`config.mk`:
```
export PLATFORM = sky130hd
export DESIGN_NAME = audio_fifo_regs
export DESIGN_NICKNAME = d
export VERILOG_FILES = /design/src/rtl/afr_pkg.sv /design/src/rtl/sample_fifo.sv /design/src/rtl/cmd_ctrl.sv /design/src/rtl/audio_channel.sv /design/src/rtl/audio_fifo_regs.sv
export SDC_FILE = /design/constraint.sdc
export NUM_CORES = 1
export LEC_CHECK = 0
export BUFFER_PORTS_ARGS = -buffer_cell sky130_fd_sc_hd__buf_2
export CAP_MARGIN = 10
export CORE_ASPECT_RATIO = 0.9
export CORE_UTILIZATION = 60
export DETAILED_ROUTE_END_ITERATION = 10
export PLACE_DENSITY = 0.79
export SKIP_CTS_REPAIR_TIMING = 1
export SLEW_MARGIN = 10
export SYNTH_ARGS = -nofsm -noshare
export SYNTH_HDL_FRONTEND = slang
export SYNTH_SLANG_ARGS = --single-unit
export TNS_END_PERCENT = 10
```
`constraint.sdc`:
```
create_clock -name clk -period 9.09 [get_ports clk]
set_clock_uncertainty 0.05 [all_clocks]
set_input_delay 0.909 -clock clk [delete_from_list [all_inputs] [get_ports clk]]
set_output_delay 0.909 -clock clk [all_outputs]
set_load 0.05 [all_outputs]
```
`src/rtl/afr_pkg.sv`:
```
package afr_pkg;
  localparam int BUS_W    = 32;
  localparam int ADDR_W   = 3;
  localparam int CMD_BITS = 21;
  localparam int NCH      = 2;

  localparam logic [ADDR_W-1:0] A_CTRL  = 3'd0;
  localparam logic [ADDR_W-1:0] A_LDATA = 3'd1;
  localparam logic [ADDR_W-1:0] A_RDATA = 3'd2;
  localparam logic [ADDR_W-1:0] A_CMD   = 3'd3;
  localparam logic [ADDR_W-1:0] A_STAT  = 3'd4;

  localparam logic [CMD_BITS-1:0] CMD_L_ON  = 21'h0DC000;
  localparam logic [CMD_BITS-1:0] CMD_L_OFF = 21'h0D0000;
  localparam logic [CMD_BITS-1:0] CMD_R_ON  = 21'h11C000;
  localparam logic [CMD_BITS-1:0] CMD_R_OFF = 21'h110000;
endpackage

```
`src/rtl/sample_fifo.sv`:
```
module sample_fifo #(
  parameter int W     = 16,
  parameter int DEPTH = 8
) (
  input  logic         clk,
  input  logic         rst,
  input  logic         clr,
  input  logic         push,
  input  logic [W-1:0] din,
  input  logic         pop,
  output logic [W-1:0] dout,
  output logic         empty,
  output logic         full
);
  localparam int AW = (DEPTH > 1) ? $clog2(DEPTH) : 1;
  localparam int CW = $clog2(DEPTH + 1);
  localparam logic [AW-1:0] LAST = AW'(DEPTH - 1);

  logic [W-1:0]  mem [DEPTH];
  logic [AW-1:0] wptr, rptr;
  logic [CW-1:0] cnt;
  logic          push_ok, pop_ok;

  assign empty   = (cnt == '0);
  assign full    = (cnt == CW'(DEPTH));
  assign push_ok = push && !full;
  assign pop_ok  = pop && !empty;
  assign dout    = mem[rptr];

  // storage without reset so it maps onto RAM
  always_ff @(posedge clk) begin
    if (push_ok) mem[wptr] <= din;
  end

  always_ff @(posedge clk) begin
    if (rst || clr) begin
      wptr <= '0;
      rptr <= '0;
      cnt  <= '0;
    end else begin
      if (push_ok) wptr <= (wptr == LAST) ? '0 : wptr + 1'b1;
      if (pop_ok)  rptr <= (rptr == LAST) ? '0 : rptr + 1'b1;
      case ({push_ok, pop_ok})
        2'b10:   cnt <= cnt + 1'b1;
        2'b01:   cnt <= cnt - 1'b1;
        default: cnt <= cnt;
      endcase
    end
  end
endmodule

```
`src/rtl/cmd_ctrl.sv`:
```
module cmd_ctrl
  import afr_pkg::*;
#(
  parameter int LAT = 4
) (
  input  logic             clk,
  input  logic             rst,
  input  logic             wr,
  input  logic [BUS_W-1:0] word,
  output logic             done,
  output logic [NCH-1:0]   en
);
  localparam int CNTW = (LAT > 1) ? $clog2(LAT) : 1;
  localparam logic [BUS_W-1:0] MASK = BUS_W'({CMD_BITS{1'b1}});

  logic [BUS_W-1:0] key;
  logic             hit_lon, hit_loff, hit_ron, hit_roff, known, accept;
  logic [CNTW-1:0]  cnt;

  always_comb begin
    key      = word & MASK;
    hit_lon  = (key == BUS_W'(CMD_L_ON));
    hit_loff = (key == BUS_W'(CMD_L_OFF));
    hit_ron  = (key == BUS_W'(CMD_R_ON));
    hit_roff = (key == BUS_W'(CMD_R_OFF));
    known    = hit_lon || hit_loff || hit_ron || hit_roff;
    accept   = wr && done && known;
  end

  always_ff @(posedge clk) begin
    if (rst) begin
      done <= 1'b1;
      cnt  <= '0;
      en   <= '0;
    end else if (accept) begin
      done <= 1'b0;
      cnt  <= CNTW'(LAT - 1);
      if (hit_lon)  en[0] <= 1'b1;
      if (hit_loff) en[0] <= 1'b0;
      if (hit_ron)  en[1] <= 1'b1;
      if (hit_roff) en[1] <= 1'b0;
    end else if (!done) begin
      if (cnt == '0) done <= 1'b1;
      else           cnt  <= cnt - 1'b1;
    end
  end
endmodule

```
`src/rtl/audio_channel.sv`:
```
module audio_channel #(
  parameter int W     = 16,
  parameter int DEPTH = 8
) (
  input  logic         clk,
  input  logic         rst,
  input  logic         live,
  input  logic         bus_push,
  input  logic [W-1:0] bus_data,
  input  logic         bus_pop,
  input  logic         ser_pop,
  input  logic         ser_push,
  input  logic [W-1:0] ser_data,
  output logic [W-1:0] tx_head,
  output logic         tx_empty,
  output logic         tx_full,
  output logic [W-1:0] rx_head,
  output logic         rx_empty,
  output logic         ovf
);
  logic rx_full_unused;

  sample_fifo #(.W(W), .DEPTH(DEPTH)) u_tx (
    .clk(clk), .rst(rst), .clr(!live),
    .push(live && bus_push), .din(bus_data),
    .pop(live && ser_pop), .dout(tx_head),
    .empty(tx_empty), .full(tx_full)
  );

  sample_fifo #(.W(W), .DEPTH(DEPTH)) u_rx (
    .clk(clk), .rst(rst), .clr(!live),
    .push(live && ser_push), .din(ser_data),
    .pop(live && bus_pop), .dout(rx_head),
    .empty(rx_empty), .full(rx_full_unused)
  );

  always_ff @(posedge clk) begin
    if (rst || !live)                      ovf <= 1'b0;
    else if (bus_push && tx_full)          ovf <= 1'b1;
  end
endmodule

```
`src/rtl/audio_fifo_regs.sv`:
```
module audio_fifo_regs
  import afr_pkg::*;
#(
  parameter int SAMPLE_W = 16,
  parameter int DEPTH    = 8,
  parameter int DONE_LAT = 4
) (
  input  logic                clk,
  input  logic                rst,
  input  logic                bus_wr,
  input  logic                bus_rd,
  input  logic [ADDR_W-1:0]   bus_addr,
  input  logic [BUS_W-1:0]    bus_wdata,
  output logic [BUS_W-1:0]    bus_rdata,
  input  logic                tx_pop_l,
  output logic [SAMPLE_W-1:0] tx_data_l,
  output logic                tx_valid_l,
  input  logic                tx_pop_r,
  output logic [SAMPLE_W-1:0] tx_data_r,
  output logic                tx_valid_r,
  input  logic                rx_push_l,
  input  logic [SAMPLE_W-1:0] rx_data_l,
  input  logic                rx_push_r,
  input  logic [SAMPLE_W-1:0] rx_data_r
);
  localparam int STAT_W = 3 + 4 * NCH;

  logic                glob_en;
  logic                cmd_done;
  logic [NCH-1:0]      ch_en, live;
  logic [NCH-1:0]      tx_empty, tx_full, rx_empty, ovf;
  logic [NCH-1:0]      ser_pop, ser_push, bus_push, bus_pop;
  logic [SAMPLE_W-1:0] tx_head  [NCH];
  logic [SAMPLE_W-1:0] rx_head  [NCH];
  logic [SAMPLE_W-1:0] ser_data [NCH];
  logic [STAT_W-1:0]   stat;

  assign ser_pop     = {tx_pop_r, tx_pop_l};
  assign ser_push    = {rx_push_r, rx_push_l};
  assign ser_data[0] = rx_data_l;
  assign ser_data[1] = rx_data_r;

  always_ff @(posedge clk) begin
    if (rst)                            glob_en <= 1'b0;
    else if (bus_wr && bus_addr == A_CTRL) glob_en <= bus_wdata[0];
  end

  cmd_ctrl #(.LAT(DONE_LAT)) u_cmd (
    .clk(clk), .rst(rst),
    .wr(bus_wr && bus_addr == A_CMD), .word(bus_wdata),
    .done(cmd_done), .en(ch_en)
  );

  for (genvar c = 0; c < NCH; c++) begin : g_ch
    localparam logic [ADDR_W-1:0] DADDR = (c == 0) ? A_LDATA : A_RDATA;
    assign live[c]     = glob_en && ch_en[c];
    assign bus_push[c] = bus_wr && bus_addr == DADDR;
    assign bus_pop[c]  = bus_rd && bus_addr == DADDR;

    audio_channel #(.W(SAMPLE_W), .DEPTH(DEPTH)) u_chan (
      .clk(clk), .rst(rst), .live(live[c]),
      .bus_push(bus_push[c]), .bus_data(bus_wdata[SAMPLE_W-1:0]),
      .bus_pop(bus_pop[c]), .ser_pop(ser_pop[c]),
      .ser_push(ser_push[c]), .ser_data(ser_data[c]),
      .tx_head(tx_head[c]), .tx_empty(tx_empty[c]), .tx_full(tx_full[c]),
      .rx_head(rx_head[c]), .rx_empty(rx_empty[c]), .ovf(ovf[c])
    );
  end

  assign tx_data_l  = tx_head[0];
  assign tx_valid_l = !tx_empty[0];
  assign tx_data_r  = tx_head[1];
  assign tx_valid_r = !tx_empty[1];

  assign stat = {tx_full, tx_empty, rx_empty, ovf, ch_en, cmd_done};

  always_ff @(posedge clk) begin
    if (rst) begin
      bus_rdata <= '0;
    end else if (bus_rd) begin
      case (bus_addr)
        A_CTRL:  bus_rdata <= BUS_W'(glob_en);
        A_LDATA: bus_rdata <= rx_empty[0] ? '0 : BUS_W'(rx_head[0]);
        A_RDATA: bus_rdata <= rx_empty[1] ? '0 : BUS_W'(rx_head[1]);
        A_STAT:  bus_rdata <= BUS_W'(stat);
        default: bus_rdata <= '0;
      endcase
    end
  end
endmodule

```
==> qor.csv <==
metric;value;unit
ff2ff_setup_slack;5.86;ns
post_synth_mux_area_share;15.6;%
critPathLaunchType;flop;
drt_iter0_drc;923;
cts_buffers;55;
slew_headroom;27.0;%
place.gp.congestion;0.788;
coreArea;38300;um^2
p_switching;0.000993;W
die_h;189;um
synth_cell_types;57;
yosysTopAreaCellShare;66.2;%
ys_seq_area_share;72.7;%
die_w;209;um
netlist_area;23200;um^2
die-area;39500;um^2
start_util;60.7;%
synth_top_area_cell;edfxtp_1;
synth-simple-area-share;4.88;%
synth_compound_area_share;2.90;%
grt_overflow_total;0;
swShare;19.1;%
cts_tree;yes;
ir_drop;0.169;mV
routedWlPerCell;24.2;um
num_rows;68;
power_density;199;nW/um^2
crit_path_cell_trace;buf_4 -> mux4_2 -> mux2_2 -> buf_2;
setup_ws;5.55;ns
netlist_top_cells_count;edfxtp_1, mux4_2, dfxtp_1, nor2_1, nand2_1;
p_leak;8.41;nW
synth_async_sr_flop_share;0;%
synth-xor-area-share;0.565;%
clockPowerShare;42.3;%
required;8.13;ns
max_stage_delay;0.61;ns
cts-root-buf;clkbuf_16;
crit_fanout;32;
final.setup.tns;0;ns
endpoint_kind;output pin;
synth_most_common_cell;edfxtp_1;
final_hold_viol_count;0;
clockBufferDepth;3;
drive_gt1_share;29.6;%
vias;11800;
grt_use_total;24.1;%
period_share;38.9;%
viasPerCell;6.14;
synth.area.top_cells;edfxtp_1, mux4_2, dfxtp_1, mux2_2, mux2i_1;
cts_sinks;588;
syn_inst;1240;
rsz0062_at_grt;false;
pwr-share-seq;56.2;%
area_growth;12.9;%
status;finished clean;
synth.avg_cell_area;18.7;um^2
hold_path.class;flop to flop;
maxCapViolations;0;
grt_pass1_vias;12000;
layout_min_cycle_time;3.54;ns
synth_warnings;0;
place.port_buffers;113;
cp_top_family;multiplexers;
clk-insertion-delay-late;0.58;ns
finalSetupViolCount;0;
grt_first_pass_wirelength;70.4;mm
ant_nets;0;
drc;0;
synth_seq_cells;588;
synth-adder-area-share;1.51;%
synth-edff-count;512;
p_comb_share;1.5;%
dp_worst_setup_slack;5.39;ns
synth_top_family_by_area;multiplexers;
wirelength;46.4;mm
synth_ff_type;edfxtp_1;
firstDrtPassIters;7;
dp_hpwl;27.2;mm
nNetsFinal;1482;
worstMarginPinSlew;1.09;ns
ios;141;
p_int;0.00422;W
path_class;flop to output pin;
drv_slew;0;
max_freq;0.283;GHz
crit_slowest_cell;mux4_2;
clkTransAtPathRegs;0.06;ns
path_buf_inv;2;
grt_max_degree;37;
crit_arrival;2.58;ns
grt_antenna_before_repair;5;
h-tree-depth;2;
## layer usage
layer,track usage [%],part of all wire (%),vias up
li1,-,-,5247
met4,8.31,3.0,4
met2,41.1,51,437
met3,4.85,7.3,90
met5,0,0.054,-
met1,31.1,38,5976
## placed cells by master, fill, tap and decap left out, drive strengths merged, types with 10 or more instances in the layout
| master | count |
|---|---|
| a21oi | 39 |
| nor2 | 69 |
| mux4 | 124 |
| nand2 | 46 |
| mux2 | 40 |
| nor3 | 25 |
| clkinv | 17 |
| nor4 | 11 |
| clkbuf | 78 |
| o21ai | 11 |
| edfxtp | 512 |
| inv | 15 |
| a221oi | 13 |
| ha | 28 |
| or3 | 10 |
| mux2i | 37 |
| dfxtp | 76 |
| xor2 | 11 |
| buf | 142 |
| conb | 16 |
## layout make-up
type	instances	area (um^2)
Antenna cell	2	5.00
Clock buffer	78	1520
Clock inverter	23	205
Fill cell	2392	12100
Inverter	14	52.6
Multi-Input combinational cell	578	6140
Sequential cell	588	16900
Tap cell	490	613
Timing Repair Buffer	142	783
## sequential cells by signal (all words and copies together) (netlist names), named ones only
signal                 cells
g_ch.u_chan.u_rx.mem     256
g_ch.u_chan.u_tx.wptr      6
g_ch.u_chan.u_rx.cnt       8
g_ch.u_chan.u_tx.cnt       8
g_ch.u_chan.u_tx.mem     256
u_cmd.en                   2
g_ch.u_chan.u_rx.wptr      6
g_ch.u_chan.u_rx.rptr      6
g_ch.u_chan.u_tx.rptr      6
glob_en                    1
g_ch.u_chan.ovf            2
bus_rdata                 16
u_cmd.cnt                  2
u_cmd.done                 1
## power groups by stage
stage / Clock, W / Sequential (W) / Combinational [W]
finish: 0.00220 / 0.00293 / 0.0000761
global route: 0.00233 / 0.00293 / 0.0000813
global placement: 0 / 0.00299 / 0.0000708
floorplan: 0 / 0.00299 / 0.0000299
CTS: 0.00223 / 0.00293 / 0.0000756
detailed placement: 0 / 0.00299 / 0.0000753
## final timing paths
check                        startpoint                         end  cells past startpoint
max                                flop                tx_data_l[4]                      4
min                       bus_rdata[11]               bus_rdata[11]                      1
max reg2reg  g_ch[0].u_chan.u_rx.cnt[3]  g_ch[0].u_chan.u_rx.cnt[3]                      9
min reg2reg               bus_rdata[11]               bus_rdata[11]                      1
## cells by family (layout without fill, tap and decap cells)
| kind of cell | after synthesis | after routing |
|---|---|---|
| adders and majority gates | 28 | 28 |
| other | 1 | 18 |
| xor gates and xnor gates | 15 | 15 |
| and+or+nand+nor | 218 | 218 |
| muxes | 201 | 201 |
| AOI/OAI and AO/OA | 100 | 100 |
| DFF | 588 | 588 |
| buffers and inverters | 89 | 257 |
## metrics by stage
stage	hold WS [ns]	utilization (%)	cell area (um^2)	std cells	power (W)
6_report	0.433	68.5	26200	1915	0.00521
3_3_place_gp	0.387	64.0	24500	1812	0.00306
5_1_grt	0.444	68.5	26200	1915	0.00534
4_1_cts	0.426	68.5	26200	1913	0.00524
3_5_place_dp	0.395	64.0	24500	1812	0.00306
2_1_floorplan	0.386	-	23300	1255	0.00302
Note: power is estimated with default switching activity, not from simulation.
